<file path="src/rtl/frt_pkg.sv">
package frt_pkg;
  typedef enum logic [1:0] {
    EDGE_OFF  = 2'd0,
    EDGE_RISE = 2'd1,
    EDGE_FALL = 2'd2,
    EDGE_BOTH = 2'd3
  } edge_sel_e;

  localparam int unsigned A_CTRL   = 0;
  localparam int unsigned A_FLAG   = 1;
  localparam int unsigned A_IEN    = 2;
  localparam int unsigned A_CAPCFG = 3;
  localparam int unsigned A_CMPCFG = 4;
  localparam int unsigned A_CNT    = 5;
  localparam int unsigned A_CAP0   = 6;

  localparam int unsigned CTRL_RUN = 2;
  localparam int unsigned CTRL_CLR = 3;
endpackage

</file>
<file path="src/rtl/frt_timebase.sv">
module frt_timebase #(
  parameter int unsigned CNT_W = 16,
  parameter int unsigned DIV_W = 5
) (
  input  logic             clk_i,
  input  logic             rst_ni,
  input  logic             run_i,
  input  logic [1:0]       psel_i,
  input  logic             clr_i,
  output logic [CNT_W-1:0] cnt_o,
  output logic [CNT_W-1:0] next_o,
  output logic             tick_o,
  output logic             ovf_o
);
  logic [DIV_W-1:0] div_q, lim;
  logic [CNT_W-1:0] cnt_q;

  always_comb begin
    unique case (psel_i)
      2'd0:    lim = DIV_W'(1);
      2'd1:    lim = DIV_W'(7);
      default: lim = DIV_W'(31);
    endcase
  end

  assign tick_o = run_i & ~clr_i & (div_q == lim);
  assign next_o = cnt_q + 1'b1;
  assign ovf_o  = tick_o & (&cnt_q);
  assign cnt_o  = cnt_q;

  always_ff @(posedge clk_i or negedge rst_ni) begin
    if (!rst_ni) begin
      div_q <= '0;
      cnt_q <= '0;
    end else if (clr_i) begin
      div_q <= '0;
      cnt_q <= '0;
    end else if (run_i) begin
      if (tick_o) begin
        div_q <= '0;
        cnt_q <= next_o;
      end else begin
        div_q <= div_q + 1'b1;
      end
    end
  end
endmodule

</file>
<file path="src/rtl/frt_capture.sv">
module frt_capture
  import frt_pkg::*;
#(
  parameter int unsigned CNT_W = 16
) (
  input  logic             clk_i,
  input  logic             rst_ni,
  input  logic             pin_i,
  input  edge_sel_e        mode_i,
  input  logic [CNT_W-1:0] cnt_i,
  output logic [CNT_W-1:0] cap_o,
  output logic             evt_o
);
  // [1:0] synchronizer, [2] previous synchronized level
  logic [2:0] sync_q;
  logic       rise, fall;

  assign rise = sync_q[1] & ~sync_q[2];
  assign fall = ~sync_q[1] & sync_q[2];

  always_comb begin
    unique case (mode_i)
      EDGE_OFF:  evt_o = 1'b0;
      EDGE_RISE: evt_o = rise;
      EDGE_FALL: evt_o = fall;
      EDGE_BOTH: evt_o = rise | fall;
    endcase
  end

  always_ff @(posedge clk_i or negedge rst_ni) begin
    if (!rst_ni) begin
      sync_q <= '0;
      cap_o  <= '0;
    end else begin
      sync_q <= {sync_q[1:0], pin_i};
      if (evt_o) cap_o <= cnt_i;
    end
  end
endmodule

</file>
<file path="src/rtl/frt_compare.sv">
module frt_compare #(
  parameter int unsigned CNT_W = 16
) (
  input  logic             clk_i,
  input  logic             rst_ni,
  input  logic             en_i,
  input  logic             load_i,
  input  logic             init_i,
  input  logic             tick_i,
  input  logic [CNT_W-1:0] next_i,
  input  logic [CNT_W-1:0] cmp_i,
  output logic             pin_o,
  output logic             evt_o
);
  // load cycle excluded so an enable never coincides with a toggle
  assign evt_o = en_i & ~load_i & tick_i & (next_i == cmp_i);

  always_ff @(posedge clk_i or negedge rst_ni) begin
    if (!rst_ni)     pin_o <= 1'b0;
    else if (load_i) pin_o <= init_i;
    else if (evt_o)  pin_o <= ~pin_o;
  end
endmodule

</file>
<file path="src/rtl/frt_capcmp.sv">
module frt_capcmp
  import frt_pkg::*;
#(
  parameter int unsigned CNT_W  = 16,
  parameter int unsigned N_CAP  = 2,
  parameter int unsigned N_CMP  = 4,
  parameter int unsigned ADDR_W = 4
) (
  input  logic              clk_i,
  input  logic              rst_ni,
  input  logic              bus_we_i,
  input  logic [ADDR_W-1:0] bus_addr_i,
  input  logic [CNT_W-1:0]  bus_wdata_i,
  output logic [CNT_W-1:0]  bus_rdata_o,
  input  logic [N_CAP-1:0]  cap_pin_i,
  output logic [N_CMP-1:0]  cmp_pin_o,
  output logic              irq_ovf_o,
  output logic [N_CAP-1:0]  irq_cap_o,
  output logic [N_CMP-1:0]  irq_cmp_o
);
  localparam int unsigned FLG_W    = 1 + N_CAP + N_CMP;
  localparam int unsigned CMP_LO   = 1 + N_CAP;
  localparam int unsigned CMP_BASE = A_CAP0 + N_CAP;

  logic [2:0]                  ctrl_q;
  logic [FLG_W-1:0]            ien_q, flag_q, w1c, evt;
  logic [2*N_CAP-1:0]          capcfg_q;
  logic [2*N_CMP-1:0]          cmpcfg_q;
  logic [N_CMP-1:0]            en_q, load;
  logic [N_CMP-1:0][CNT_W-1:0] cmp_q;
  logic [N_CAP-1:0][CNT_W-1:0] cap_val;
  logic [N_CAP-1:0]            cap_evt;
  logic [N_CMP-1:0]            cmp_evt;
  logic [CNT_W-1:0]            cnt_q, cnt_next;
  logic                        tick, ovf_evt, clr;

  function automatic logic hit(input int unsigned a);
    return bus_we_i && (bus_addr_i == ADDR_W'(a));
  endfunction

  assign clr  = hit(A_CTRL) && bus_wdata_i[CTRL_CLR];
  assign w1c  = hit(A_FLAG) ? bus_wdata_i[FLG_W-1:0] : '0;
  assign load = cmpcfg_q[N_CMP-1:0] & ~en_q;
  assign evt  = {cmp_evt, cap_evt, ovf_evt};

  frt_timebase #(.CNT_W(CNT_W)) u_tb (
    .clk_i, .rst_ni,
    .run_i (ctrl_q[CTRL_RUN]),
    .psel_i(ctrl_q[1:0]),
    .clr_i (clr),
    .cnt_o (cnt_q),
    .next_o(cnt_next),
    .tick_o(tick),
    .ovf_o (ovf_evt)
  );

  for (genvar c = 0; c < N_CAP; c++) begin : g_cap
    frt_capture #(.CNT_W(CNT_W)) u_cap (
      .clk_i, .rst_ni,
      .pin_i (cap_pin_i[c]),
      .mode_i(edge_sel_e'(capcfg_q[2*c +: 2])),
      .cnt_i (cnt_q),
      .cap_o (cap_val[c]),
      .evt_o (cap_evt[c])
    );
  end

  for (genvar k = 0; k < N_CMP; k++) begin : g_cmp
    frt_compare #(.CNT_W(CNT_W)) u_cmp (
      .clk_i, .rst_ni,
      .en_i  (cmpcfg_q[k]),
      .load_i(load[k]),
      .init_i(cmpcfg_q[N_CMP+k]),
      .tick_i(tick),
      .next_i(cnt_next),
      .cmp_i (cmp_q[k]),
      .pin_o (cmp_pin_o[k]),
      .evt_o (cmp_evt[k])
    );
  end

  always_ff @(posedge clk_i or negedge rst_ni) begin
    if (!rst_ni) begin
      ctrl_q   <= '0;
      ien_q    <= '0;
      flag_q   <= '0;
      capcfg_q <= '0;
      cmpcfg_q <= '0;
      en_q     <= '0;
      cmp_q    <= '0;
    end else begin
      flag_q <= (flag_q & ~w1c) | evt;
      en_q   <= cmpcfg_q[N_CMP-1:0];
      if (hit(A_CTRL))   ctrl_q   <= bus_wdata_i[2:0];
      if (hit(A_IEN))    ien_q    <= bus_wdata_i[FLG_W-1:0];
      if (hit(A_CAPCFG)) capcfg_q <= bus_wdata_i[2*N_CAP-1:0];
      if (hit(A_CMPCFG)) cmpcfg_q <= bus_wdata_i[2*N_CMP-1:0];
      for (int k = 0; k < N_CMP; k++)
        if (hit(CMP_BASE + k)) cmp_q[k] <= bus_wdata_i;
    end
  end

  always_comb begin
    bus_rdata_o = '0;
    if (bus_addr_i == ADDR_W'(A_CTRL))   bus_rdata_o[2:0]         = ctrl_q;
    if (bus_addr_i == ADDR_W'(A_FLAG))   bus_rdata_o[FLG_W-1:0]   = flag_q;
    if (bus_addr_i == ADDR_W'(A_IEN))    bus_rdata_o[FLG_W-1:0]   = ien_q;
    if (bus_addr_i == ADDR_W'(A_CAPCFG)) bus_rdata_o[2*N_CAP-1:0] = capcfg_q;
    if (bus_addr_i == ADDR_W'(A_CMPCFG)) bus_rdata_o[2*N_CMP-1:0] = cmpcfg_q;
    if (bus_addr_i == ADDR_W'(A_CNT))    bus_rdata_o              = cnt_q;
    for (int c = 0; c < N_CAP; c++)
      if (bus_addr_i == ADDR_W'(A_CAP0 + c)) bus_rdata_o = cap_val[c];
    for (int k = 0; k < N_CMP; k++)
      if (bus_addr_i == ADDR_W'(CMP_BASE + k)) bus_rdata_o = cmp_q[k];
  end

  assign irq_ovf_o = flag_q[0] & ien_q[0];
  assign irq_cap_o = flag_q[CMP_LO-1:1] & ien_q[CMP_LO-1:1];
  assign irq_cmp_o = flag_q[FLG_W-1:CMP_LO] & ien_q[FLG_W-1:CMP_LO];
endmodule

</file>
<file path="config.mk">
export PLATFORM = sky130hd
export DESIGN_NAME = frt_capcmp
export DESIGN_NICKNAME = d
export VERILOG_FILES = /design/src/rtl/frt_pkg.sv /design/src/rtl/frt_timebase.sv /design/src/rtl/frt_capture.sv /design/src/rtl/frt_compare.sv /design/src/rtl/frt_capcmp.sv
export SDC_FILE = /design/constraint.sdc
export NUM_CORES = 1
export LEC_CHECK = 0
export ABC_CLOCK_PERIOD_IN_PS = 4410
export BUFFER_PORTS_ARGS = -buffer_cell sky130_fd_sc_hd__buf_2
export CAP_MARGIN = 30
export CORE_ASPECT_RATIO = 1.2
export CORE_UTILIZATION = 25
export DETAILED_ROUTE_END_ITERATION = 10
export PLACE_DENSITY_LB_ADDON = 0.12
export SLEW_MARGIN = 5
export SYNTH_ARGS = -nofsm -noshare
export SYNTH_HDL_FRONTEND = slang
export SYNTH_SLANG_ARGS = --single-unit
</file>
<file path="constraint.sdc">
create_clock -name clk_i -period 4.41 [get_ports clk_i]
set_clock_uncertainty 0.2 [all_clocks]
set_input_delay 0.882 -clock clk_i [delete_from_list [all_inputs] [get_ports clk_i]]
set_output_delay 0.882 -clock clk_i [all_outputs]
set_load 0.01 [all_outputs]
</file>
## After elaboration in Yosys (flattened, before gate mapping)

Index checks and enable logic that the tools add are counted.
W data, S select, Z words.

- Reductions and logical operators: 22
- Eq/ne operators: 23
- Bitwise operators: 42
- Multiply operators: 0
- Div/mod/pow operators: 0
- Shift operators: 0
- Multiplexer cells: 30
- $add $sub $neg: 2
- $lt $le $gt $ge: 0

Operator list:

| operator | number |
|---|---|
| $mux W16 | 10 |
| $eq A16 B16 Y1 | 4 |
| $mux W7 | 3 |
| $and A1 B1 Y1 | 20 |
| $add A16 B1 Y16 const B | 1 |
| $eq A4 B3 Y1 const B | 4 |
| $eq A4 B4 Y1 const B | 4 |
| $reduce_and A16 Y1 | 1 |
| $mux W5 | 3 |
| $not A1 Y1 | 13 |
| $reduce_bool A2 Y1 | 6 |
| $logic_and A1 B1 Y1 | 10 |
| $pmux W5 S2 | 1 |
| $and A4 B4 Y4 | 2 |
| $eq A2 B2 Y1 const B | 4 |
| $eq A4 B2 Y1 const B | 2 |
| $mux W1 | 8 |
| $mux W8 | 1 |
| $pmux W1 S4 | 2 |
| $and A7 B7 Y7 | 1 |
| $not A7 Y7 | 1 |
| $or A7 B7 Y7 | 1 |
| $eq A2 B1 Y1 const B | 3 |
| $logic_not A2 Y1 | 3 |
| 10 further kinds | 11 |

- Register bits after elaboration: 160
- Logic and storage cells: 139
- Latch bits: 0
- Bits of input ports: 25
- Bits in read-only memories: 0
- Memories: 0
- Bits in writable memories: 0
- Output and inout bits: 27

## Longest topological paths before layout

Gate-level depths: netlist (run 1).

- Word-level depth: 13
- Mapped depth: 10
- Mapped depth without buffers: 8

## Cells and area by module

A second synthesis (run 1) with hierarchy kept.

- Cell total of the unflattened synthesis: 905
- Area total of the unflattened synthesis: 9829.4 um2

By module, submodules not included:

| module | area an instance (um2) | times used | cells each | sequential area each (um2) |
|---|---|---|---|---|
| frt_capcmp | 5103.6 | 1 | 415 | 2427.3 |
| frt_capture | 1118.6 | 2 | 106 | 475.5 |
| frt_timebase | 1512.7 | 1 | 162 | 525.5 |
| frt_compare | 244.0 | 4 | 29 | 25.0 |

## Worst setup path after synthesis (run 1)

Ideal clock, no wire load.

- Kind: input to output
- From: input port bus_addr_i[0]
- To: output port bus_rdata_o[10]
- Path buffers: 4
- Cell stages on the path: 6
- Path slack: 0.741 ns
- Required time: 3.328 ns
- Arrival: 2.587 ns
- Cell sequence: buf_1 -> clkbuf_1 -> buf_1 -> clkbuf_1 -> a211oi_1 -> a31oi_1

- Cells in the longest elaborated chain, start to end: 8
- Elaborated cells between the ends (all ways): 14
- Classes of those cells: 7 x eq/ne; 7 x mux

Ends and longest elaborated chain:

| what | RTL line | RTL |
|---|---|---|
| from (decl) | frt_capcmp.sv:12 | `input logic [ADDR_W-1:0] bus_addr_i,` |
| $eq A4 B3 Y1 | frt_capcmp.sv:110 | `if (bus_addr_i == ADDR_W'(A_CNT)) bus_rdata_o = cnt_q;` |
| $mux W16 | frt_capcmp.sv:110 |  |
| $mux W16 (2 in a row) | frt_capcmp.sv:112 | `if (bus_addr_i == ADDR_W'(A_CAP0 + c)) bus_rdata_o = cap_val[c];` |
| $mux W16 (3 in a row) | frt_capcmp.sv:114 | `if (bus_addr_i == ADDR_W'(CMP_BASE + k)) bus_rdata_o = cmp_q[k];` |
| $mux W16 * | frt_capcmp.sv:114 |  |
| to (decl) | frt_capcmp.sv:14 | `output logic [CNT_W-1:0] bus_rdata_o,` |

Every way passes the cells marked *; elsewhere a longest branch is shown, timed or not.

## Worst setup path in the final report (run 1)

- From: register u_tb.cnt_q[1], in the netlist u_tb.cnt_o[1]
- To: register g_cmp[2].u_cmp.pin_o

- Cells in the longest elaborated chain, start to end: 4

Ends and longest elaborated chain:

| what | RTL line | RTL |
|---|---|---|
| from (decl) | frt_timebase.sv:16 | `logic [CNT_W-1:0] cnt_q;` |
| from (signal assigned) | frt_timebase.sv:41 | `cnt_q <= next_o;` |
| $add A16 B1 Y16 | frt_timebase.sv:27 | `assign next_o = cnt_q + 1'b1;` |
| $eq A16 B16 Y1 | frt_compare.sv:16 | `assign evt_o = en_i & ~load_i & tick_i & (next_i == cmp_i);` |
| $and A1 B1 Y1 | frt_compare.sv:16 |  |
| $reduce_bool A2 Y1 (no source line) | n/a |  |
| to (signal assigned) | frt_compare.sv:20 | `else if (load_i) pin_o <= init_i;` |
| to (signal assigned) | frt_compare.sv:21 | `else if (evt_o) pin_o <= ~pin_o;` |
| to (decl) | frt_compare.sv:12 | `output logic pin_o,` |

No other way between the ends.
A chain may end at the register's enable or synchronous reset.

==> qor.csv, run 1 <==
metric,value,unit
Chip Width,176,um
Clock Latency Late Sink,0.45,ns
post-route cell area,10600,um2
final wirelength,32900,um
Synth top area share,43.9,%
setup bufs post-CTS,0,
Starting Density,25.4,%
sequential fraction of the synthesis area,43.9,%
Final min period,4.11,ns
RSZ-0062 raised after global routing,false,
DRC viols,0,
Synth area leaders,"dfrtp_1, mux2_2, xnor2_1",
CTS Hold Bufs,0,
"Setup violations, final",0,
# rows,76,
Synth Warn #,0,
cts bufs inserted,17,
max_cap viols,0,
routed len/inst,23.8,um
vias in the first global route,7153,
met1 Track Usage GR,23.8,%
GPL Wtd Cong,0.844,
port buffer count,51,
Post-CTS Resized,0,
top_reg_cell synth,dfrtp_1,
CTS Root Cell,clkbuf_16,
Netlist cell types,62,
placed cell areas,10000,um2
Final TNS setup,0,ns
Peak Freq,243,MHz
met2 usage in global routing,31.4,%
full die area,37200,um2
Non-Filler Instances,1382,
IO Count,52,
pwr dens,561,nW/um2
status,"finished, final reports clean",
Post-DP HPWL,24000,um
clk sinks,160,
largest net degree at the start of global routing,77,
"Avg Cell Area, Syn",10.7,um2
Setup CP Type,reg -> reg,
FF/Latch Area,4000,um2
Via density,4.99,
deepest clock path buffer count,2,
initial antenna violation count,0,
Synth area leader,dfrtp_1,
initial DRC count,543,
H-tree depth,4,
fill count,3777,
Yosys reg bits,160,
first-pass GRT wire length,49300,um
Syn Nets,881,
Worst-path clk slew,0.07,ns
final worst path period share,93.1,%
Slew HR,37.9,%
DRT antenna net count,0,
"Req. time, crit path",4.58,ns
CP Launch Type,register,
nets,933,
gr ovfl total,0,
DRT Pass-1 Iters,5,
"Slew Viols, Final",0,
Pleak,0.00433,uW
Syn Inst Count,850,
Final Hold Vio Count,0,
Area Overhead vs Synth,16.6,%
mapped cell area,9120,um2
vias,6895,
ANT cells,0,
CP arrival,4.28,ns
DP Worst Slack,0.316,ns
GR peak layer,met2,
ratio of cells with drive above 1 in the final layout,27.8,%
dpl cells,1351,
Worst Hold Class,reg -> reg,
CTS tree,built,
height of the die,211,um
met3 GRT Util,3.24,%
Placeable Area,35900,um2
footprint of the multi-input gates,4810,um2
"Max FO, Critical Path",11,
Post-synth EDFFs,0,
CP Capture Type,register,
largest vdd supply drop,0.288,mV
GRT Util Overall,18.6,%
Synth async-reset ratio,100,%
Finished Core Util,29.6,%
Final WS setup,0.303,ns
Worst Tran Pin Value,0.928,ns
[Yosys cell counts (all sizes together), types with 14 or more instances]
cell,n
nand4,15
a21oi,22
mux2,116
xor2,23
xnor2,62
nand2,66
dfrtp,160
nor2,53
inv,21
o21ai,38
clkbuf,35
a22oi,14
buf,19
nand2b,15
nor2b,15
[where the power goes]
part	switching, uW	leakage, uW	internal (uW)	total (uW)
registers	527	0.00192	1900	2430
logic	1020	0.00213	971	1990
clock network	661	0.000285	881	1540
total	2210	0.00433	3750	5960
[registers in the layout, summed over array words and instances (netlist names)]
register / flops
capcfg_q: 4
ctrl_q: 3
cmp_q: 64
cmpcfg_q: 8
u_tb.div_q: 5
ien_q: 7
u_tb.cnt_o: 16
g_cap.u_cap.sync_q: 6
g_cap.u_cap.cap_o: 32
g_cmp.u_cmp.pin_o: 4
en_q: 4
flag_q: 7
[layout make-up]
type                       count  share of cell area (%)
multi-input combinational    615                    45.2
sequential                   160                    37.7
tap                          468                    5.51
timing repair buffer          87                    5.24
clock buffer                  20                    4.39
clock inverter                11                    1.24
inverter                      21                   0.741
[cell families after synthesis]
| group | Yosys count | share of synthesized area, % |
|---|---|---|
| AO/OA/AOI/OAI | 145 | 10.7 |
| buffers and inverters | 75 | 3.54 |
| flip-flops | 160 | 43.9 |
| XOR/XNOR | 94 | 10.4 |
| adder cells (fa/ha/maj) | 6 | 0.823 |
| AND/OR/NAND/NOR | 238 | 13.5 |
| multiplexers | 132 | 17.0 |
[worst max-delay path, cell delays in order, from the launching register on]
cell and delay (ns):
dfrtp_1 0.55, ha_1 0.43, nand4_2 0.37, nor4_4 0.64, nor2_1 0.10, or4b_1 0.53, or4_1 0.69, or3_1 0.36
a31oi_1 0.16
[path summary, 6_finish.rpt]
| check | endpoint | slack [ns] | depth (start not counted) | from |
|---|---|---|---|---|
| hold reg to reg | g_cap[1].u_cap.sync_q[1] | 0.15 | 0 | g_cap[1].u_cap.sync_q[0] |
| max in group asynchronous | cmp_q[47] | 2.89 | 2 | rst_ni |
| hold / removal | g_cap[1].u_cap.sync_q[1] | 0.15 | 0 | g_cap[1].u_cap.sync_q[0] |
| setup reg to reg | g_cmp[2].u_cmp.pin_o | 0.30 | 8 | u_tb.cnt_o[1] |
| min in group asynchronous | g_cap[0].u_cap.sync_q[2] | 0.19 | 1 | rst_ni |
| setup / recovery | g_cmp[2].u_cmp.pin_o | 0.30 | 8 | u_tb.cnt_o[1] |
[routing by layer]
metal / share of wire [%] / up-vias / wire (um)
li1: - / 3183 / -
met5: 0 / - / 0
met4: 2.6 / 0 / 859
met1: 45 / 3515 / 14900
met3: 3.1 / 39 / 1020
met2: 49 / 158 / 16200
[per-stage QoR]
stage,hold slack (ns),power [uW]
floorplan,0.131,3710
global placement,0.133,4480
detailed placement,0.136,4470
CTS,0.152,6040
global route,0.167,6340
finish,0.149,5960
[placed cells by master, fill, tap and decap left out, drive strengths merged, types with 13 or more instances in the layout]
cell type,instances
inv,23
nor2b,15
o21ai,38
a222oi,13
buf,87
nor2,53
xnor2,62
nand3,13
nand2b,15
clkbuf,20
nand2,66
a22oi,14
dfrtp,160
mux2,116
a31oi,13
nand4,15
a21oi,22
xor2,23
No activity file was read; power rests on OpenSTA's default activity.
==> inputs of run 2 (changes only) <==
Settings changed: CORE_UTILIZATION 25 to 33.
==> run 2 against run 1 <==
Effect of this change:
- combinational power hardly changed
- hold slack lost 0.0011 ns
- setup slack gained 0.27 ns
- register-to-register slack better by 0.45 ns
- clock-buffer cell count unchanged
- fmax up 7.1%
- critical path depth grew 1
- clock power is 3% higher
- largest cell class unchanged
- routed wire length down 7.4%
- cell area is 1.5% lower
- flip-flop and latch count unchanged
==> qor.csv, run 2 (synthesized netlist as in run 1, its figures left out) <==
metric,value,unit,change
status,"finished, final reports clean",,
# rows,66,,-13%
Setup CP Type,in -> out,,
largest vdd supply drop,0.258,mV,-10%
Post-DP HPWL,22000,um,-8.0%
max reg flops,64,,unchanged
CTS Root Cell,clkbuf_16,,
DRC viols,0,,unchanged
top sig layer,met4,,
Design Power,5970,uW,+0.17%
setup bufs post-CTS,0,,unchanged
vias in the first global route,7145,,-0.11%
"commonest non-fill, non-tap cell in the layout",dfrtp_1,,
initial antenna violation count,0,,unchanged
"Setup violations, final",0,,unchanged
Reg2Reg Depth,8,,unchanged
max_cap viols,0,,unchanged
Peak Freq,261,MHz,+7.1%
final wirelength,30500,um,-7.4%
CP arrival,2.75,ns,-1.53 ns
CTS Hold Bufs,0,,unchanged
GRT Util Overall,22.8,%,+4.2 points
Final Hold Vio Count,0,,unchanged
RR Endpoint,g_cmp[0].u_cmp.pin_o,,
cts bufs inserted,17,,unchanged
Placeable Area,27200,um2,-24%
Worst-path clk slew,0.06,ns,about the same
routed len/inst,24.3,um,+2.1%
Hold Slack,0.148,ns,-0.00109 ns
CP Launch Type,primary input,,
first-pass GRT wire length,46700,um,-5.4%
height of the die,184,um,-13%
Chip Width,154,um,-13%
met3 WL,1080,um,+5.9%
wire length on met2,15500,um,-4.3%
most frequent cells in the layout,"dfrtp_1, mux2_2, nand2_1",,
M1 wire length,12900,um,-13%
DRT Pass-1 Iters,8,,+3
port buffer count,51,,unchanged
"Req. time, crit path",3.33,ns,-1.25 ns
Min-Delay Endpoint,g_cap[0].u_cap.sync_q[1],,
Biggest register,cmp_q,,
R2R setup slack,0.75,ns,+0.45 ns
full die area,28300,um2,-24%
Clock Latency Late Sink,0.44,ns,about the same
Slew HR,37.0,%,-0.86 points
DRT antenna net count,0,,unchanged
IO Count,52,,unchanged
"Slew Viols, Final",0,,unchanged
CP Capture Type,output port,,
RSZ-0062 raised after global routing,false,,
largest net degree at the start of global routing,108,,+40%
Via density,5.50,,+10%
GPL Wtd Cong,0.867,,+2.7%
ANT cells,0,,unchanged
H-tree depth,4,,unchanged
CTS tree,built,,
final worst path period share,87.0,%,-6.1 points
Worst Hold Class,reg -> reg,,
fill count,2712,,-28%
nets,934,,+0.11%
Pleak,0.00433,uW,about the same
deepest clock path buffer count,2,,unchanged
Worst Hold Launch,g_cap[0].u_cap.sync_q[0],,
Worst Tran Pin Value,0.945,ns,+0.0164 ns
initial DRC count,494,,-9.0%
gr ovfl total,0,,unchanged
pwr dens,570,nW/um2,+1.7%
Final TNS setup,0,ns,unchanged
ratio of cells with drive above 1 in the final layout,27.6,%,-0.22 points
Finished Core Util,38.6,%,+9.0 points
Post-CTS Resized,0,,unchanged
FF-to-FF Start,u_tb.cnt_o[3],,
Starting Density,33.6,%,+8.2 points
Area Overhead vs Synth,14.9,%,
Final min period,3.84,ns,-0.271 ns
vias,6898,,+0.044%
"Max FO, Critical Path",22,,+11
clk sinks,160,,unchanged
Cells on Worst Hold Path,0,,unchanged
==> run 2: area by class of cell <==
type                    instances  area (um2)  area share, %
well taps                     340         425           4.06
clock buffers                  20         447           4.26
multi-input cells             615        4810           45.9
clock inverters                10         161           1.54
flip-flops and latches        160        4000           38.2
repair buffers                 88         552           5.27
inverters                      21        78.8          0.752
==> run 2: worst max-delay path, stage by stage <==
cell	delay, ns
buf_2	0.43
nand2b_1	0.20
nor2_1	0.06
buf_4	0.19
a32oi_1	0.15
o31ai_1	0.09
o21ai_0	0.30
o21ai_0	0.23
buf_2	0.19
==> run 2: routing by layer <==
layer / vias to the layer above / track usage [%]
met5: - / 0
met1: 3506 / 27.7
met4: 0 / 9.64
li1: 3175 / -
met3: 47 / 3.32
met2: 170 / 40.1
==> run 2: power breakdown <==
| part | total [uW] | internal (uW) | switching [uW] |
|---|---|---|---|
| Combinational | 1960 | 970 | 991 |
| Clock | 1580 | 956 | 623 |
| Sequential | 2430 | 1900 | 530 |
| Total | 5970 | 3830 | 2140 |
==> run 2: how the worst max path moves through the flow <==
| stage | start | to | depth (start not counted) |
|---|---|---|---|
| final | bus_addr_i[1] | bus_rdata_o[3] | 9 |
| after global routing | bus_addr_i[0] | bus_rdata_o[5] | 8 |
| after floorplan | bus_addr_i[0] | bus_rdata_o[10] | 6 |
| after global placement | bus_addr_i[1] | bus_rdata_o[3] | 9 |
| after detailed placement | bus_addr_i[1] | bus_rdata_o[3] | 9 |
| after CTS | bus_addr_i[1] | bus_rdata_o[3] | 9 |
==> run 2: metrics by stage <==
step	instance area, um2	cells	setup slack (ns)
6_report	10500	1254	0.574
5_1_grt	10500	1254	0.471
4_1_cts	10500	1254	0.541
3_5_place_dp	9870	1224	0.552
3_3_place_gp	9870	1224	0.576
2_1_floorplan	9120	850	0.741
==> inputs of run 3 (changes only) <==
Settings changed: ABC_CLOCK_PERIOD_IN_PS 4410 to 4120, MAX_ROUTING_LAYER set to met4.
Clock period 4.41 ns to 4.12 ns, I/O delays scaled along.
==> run 3 against run 2 <==
Effect of this change:
- setup slack worse by 0.16 ns
- routed wire length grew 0.25%
- critical path depth is the same
- power rose by 6.4%
- die area unchanged
- register-to-register slack got worse by 0.32 ns
- highest routed layer unchanged
==> qor.csv, run 3 (synthesized netlist as in run 1, its figures left out) <==
metric,value,unit,change
Pleak,0.00436,uW,+0.74%
Peak Freq,269,MHz,
first-pass GRT wire length,46400,um,-0.49%
vias,7011,,+1.6%
Worst-path clk slew,0.07,ns,about the same
CTS Hold Bufs,0,,unchanged
DRT antenna net count,0,,unchanged
ratio of cells with drive above 1 in the final layout,28.3,%,+0.74 points
Clock Latency Late Sink,0.44,ns,about the same
CP arrival,2.69,ns,-0.06 ns
most frequent cells in the layout,"dfrtp_1, mux2_2, nand2_1",,
status,"finished, final reports clean",,
nets,940,,+0.64%
cts bufs inserted,17,,unchanged
CTS tree,built,,
RSZ-0062 raised after global routing,false,,
gr ovfl total,0,,unchanged
Placeable Area,27200,um2,unchanged
GRT Util Overall,23.3,%,+0.49 points
pwr dens,604,nW/um2,+6.0%
full die area,28300,um2,unchanged
final wirelength,30600,um,+0.25%
Setup CP Type,in -> out,,
Final TNS setup,0,ns,unchanged
CP Capture Type,output port,,
"commonest non-fill, non-tap cell in the layout",dfrtp_1,,
Final WS setup,0.409,ns,-0.164 ns
Via density,5.56,,+0.99%
GPL Wtd Cong,0.911,,+5.1%
Post-DP HPWL,22300,um,+1.4%
Final Hold Vio Count,0,,unchanged
"Setup violations, final",0,,unchanged
max_cap viols,0,,unchanged
Worst Tran Pin Value,0.934,ns,-0.0106 ns
# rows,66,,unchanged
setup bufs post-CTS,0,,unchanged
Finished Core Util,38.7,%,+0.18 points
largest net degree at the start of global routing,87,,-19%
CTS Root Cell,clkbuf_16,,
Chip Width,154,um,unchanged
Slew HR,37.5,%,+0.47 points
IO Count,52,,unchanged
"Max FO, Critical Path",18,,-18%
deepest clock path buffer count,2,,unchanged
Post-CTS Resized,0,,unchanged
vias in the first global route,7044,,-1.4%
initial antenna violation count,0,,unchanged
ANT cells,0,,unchanged
DRC viols,0,,unchanged
Starting Density,33.6,%,unchanged
Final min period,3.71,ns,
DP Worst Slack,0.439,ns,-0.113 ns
clk sinks,160,,unchanged
port buffer count,51,,unchanged
"Req. time, crit path",3.10,ns,-0.23 ns
final worst path period share,90.1,%,
height of the die,184,um,unchanged
max reg flops,64,,unchanged
"Slew Viols, Final",0,,unchanged
Worst Hold Class,reg -> reg,,
initial DRC count,462,,-6.5%
routed len/inst,24.2,um,-0.39%
H-tree depth,4,,unchanged
CP Launch Type,primary input,,
Area Overhead vs Synth,15.5,%,
largest vdd supply drop,0.253,mV,-2.2%
Biggest register,cmp_q,,
DRT Pass-1 Iters,7,,-1
-- run 3: through the flow --
step	total power [uW]	instances	hold slack [ns]	cell area (um2)
detailed placement	4740	1230	0.136	9930
floorplan	3980	850	0.131	9120
global placement	4740	1230	0.135	9930
CTS	6400	1262	0.154	10500
finish	6360	1262	0.151	10500
global route	6710	1262	0.167	10500
-- run 3: layout make-up --
| type | instances | area, um2 |
|---|---|---|
| clock buffer | 18 | 429 |
| clock inverter | 14 | 161 |
| fill | 2700 | 16600 |
| inverter | 21 | 78.8 |
| multi-input combinational | 615 | 4820 |
| sequential | 160 | 4000 |
| tap | 340 | 425 |
| timing repair buffer | 94 | 609 |
-- run 3: layer usage --
layer | GRT usage, % | wire length (um) | vias to the layer above
li1 | - | - | 3188
met1 | 28.6 | 13100 | 3539
met2 | 37.8 | 14800 | 228
met3 | 3.54 | 1460 | 56
met4 | 10.4 | 1210 | 0
met5 | - | 0 | -
-- run 3: worst max-delay path, stage by stage --
cell	delay, ns
buf_2	0.35
nand2b_1	0.29
nor2_1	0.12
a222oi_1	0.34
o21ai_0	0.18
o21ai_0	0.10
o21ai_0	0.18
buf_4	0.17
buf_2	0.13
-- run 3: worst paths after layout --
check,startpoint,endpoint,slack (ns),cells past startpoint
min reg2reg,g_cap[0].u_cap.sync_q[0],g_cap[0].u_cap.sync_q[1],0.15,0
min,g_cap[0].u_cap.sync_q[0],g_cap[0].u_cap.sync_q[1],0.15,0
min in group asynchronous,rst_ni,g_cap[0].u_cap.sync_q[2],0.27,1
max in group asynchronous,rst_ni,cmp_q[24],2.72,2
max,bus_addr_i[1],bus_rdata_o[5],0.41,9
max reg2reg,u_tb.cnt_o[0],g_cmp[2].u_cmp.pin_o,0.43,8
-- run 3: power breakdown --
| group | switching [uW] | internal, uW |
|---|---|---|
| Combinational | 1090 | 1050 |
| Sequential | 549 | 2030 |
| Clock | 766 | 868 |
| Total | 2400 | 3950 |
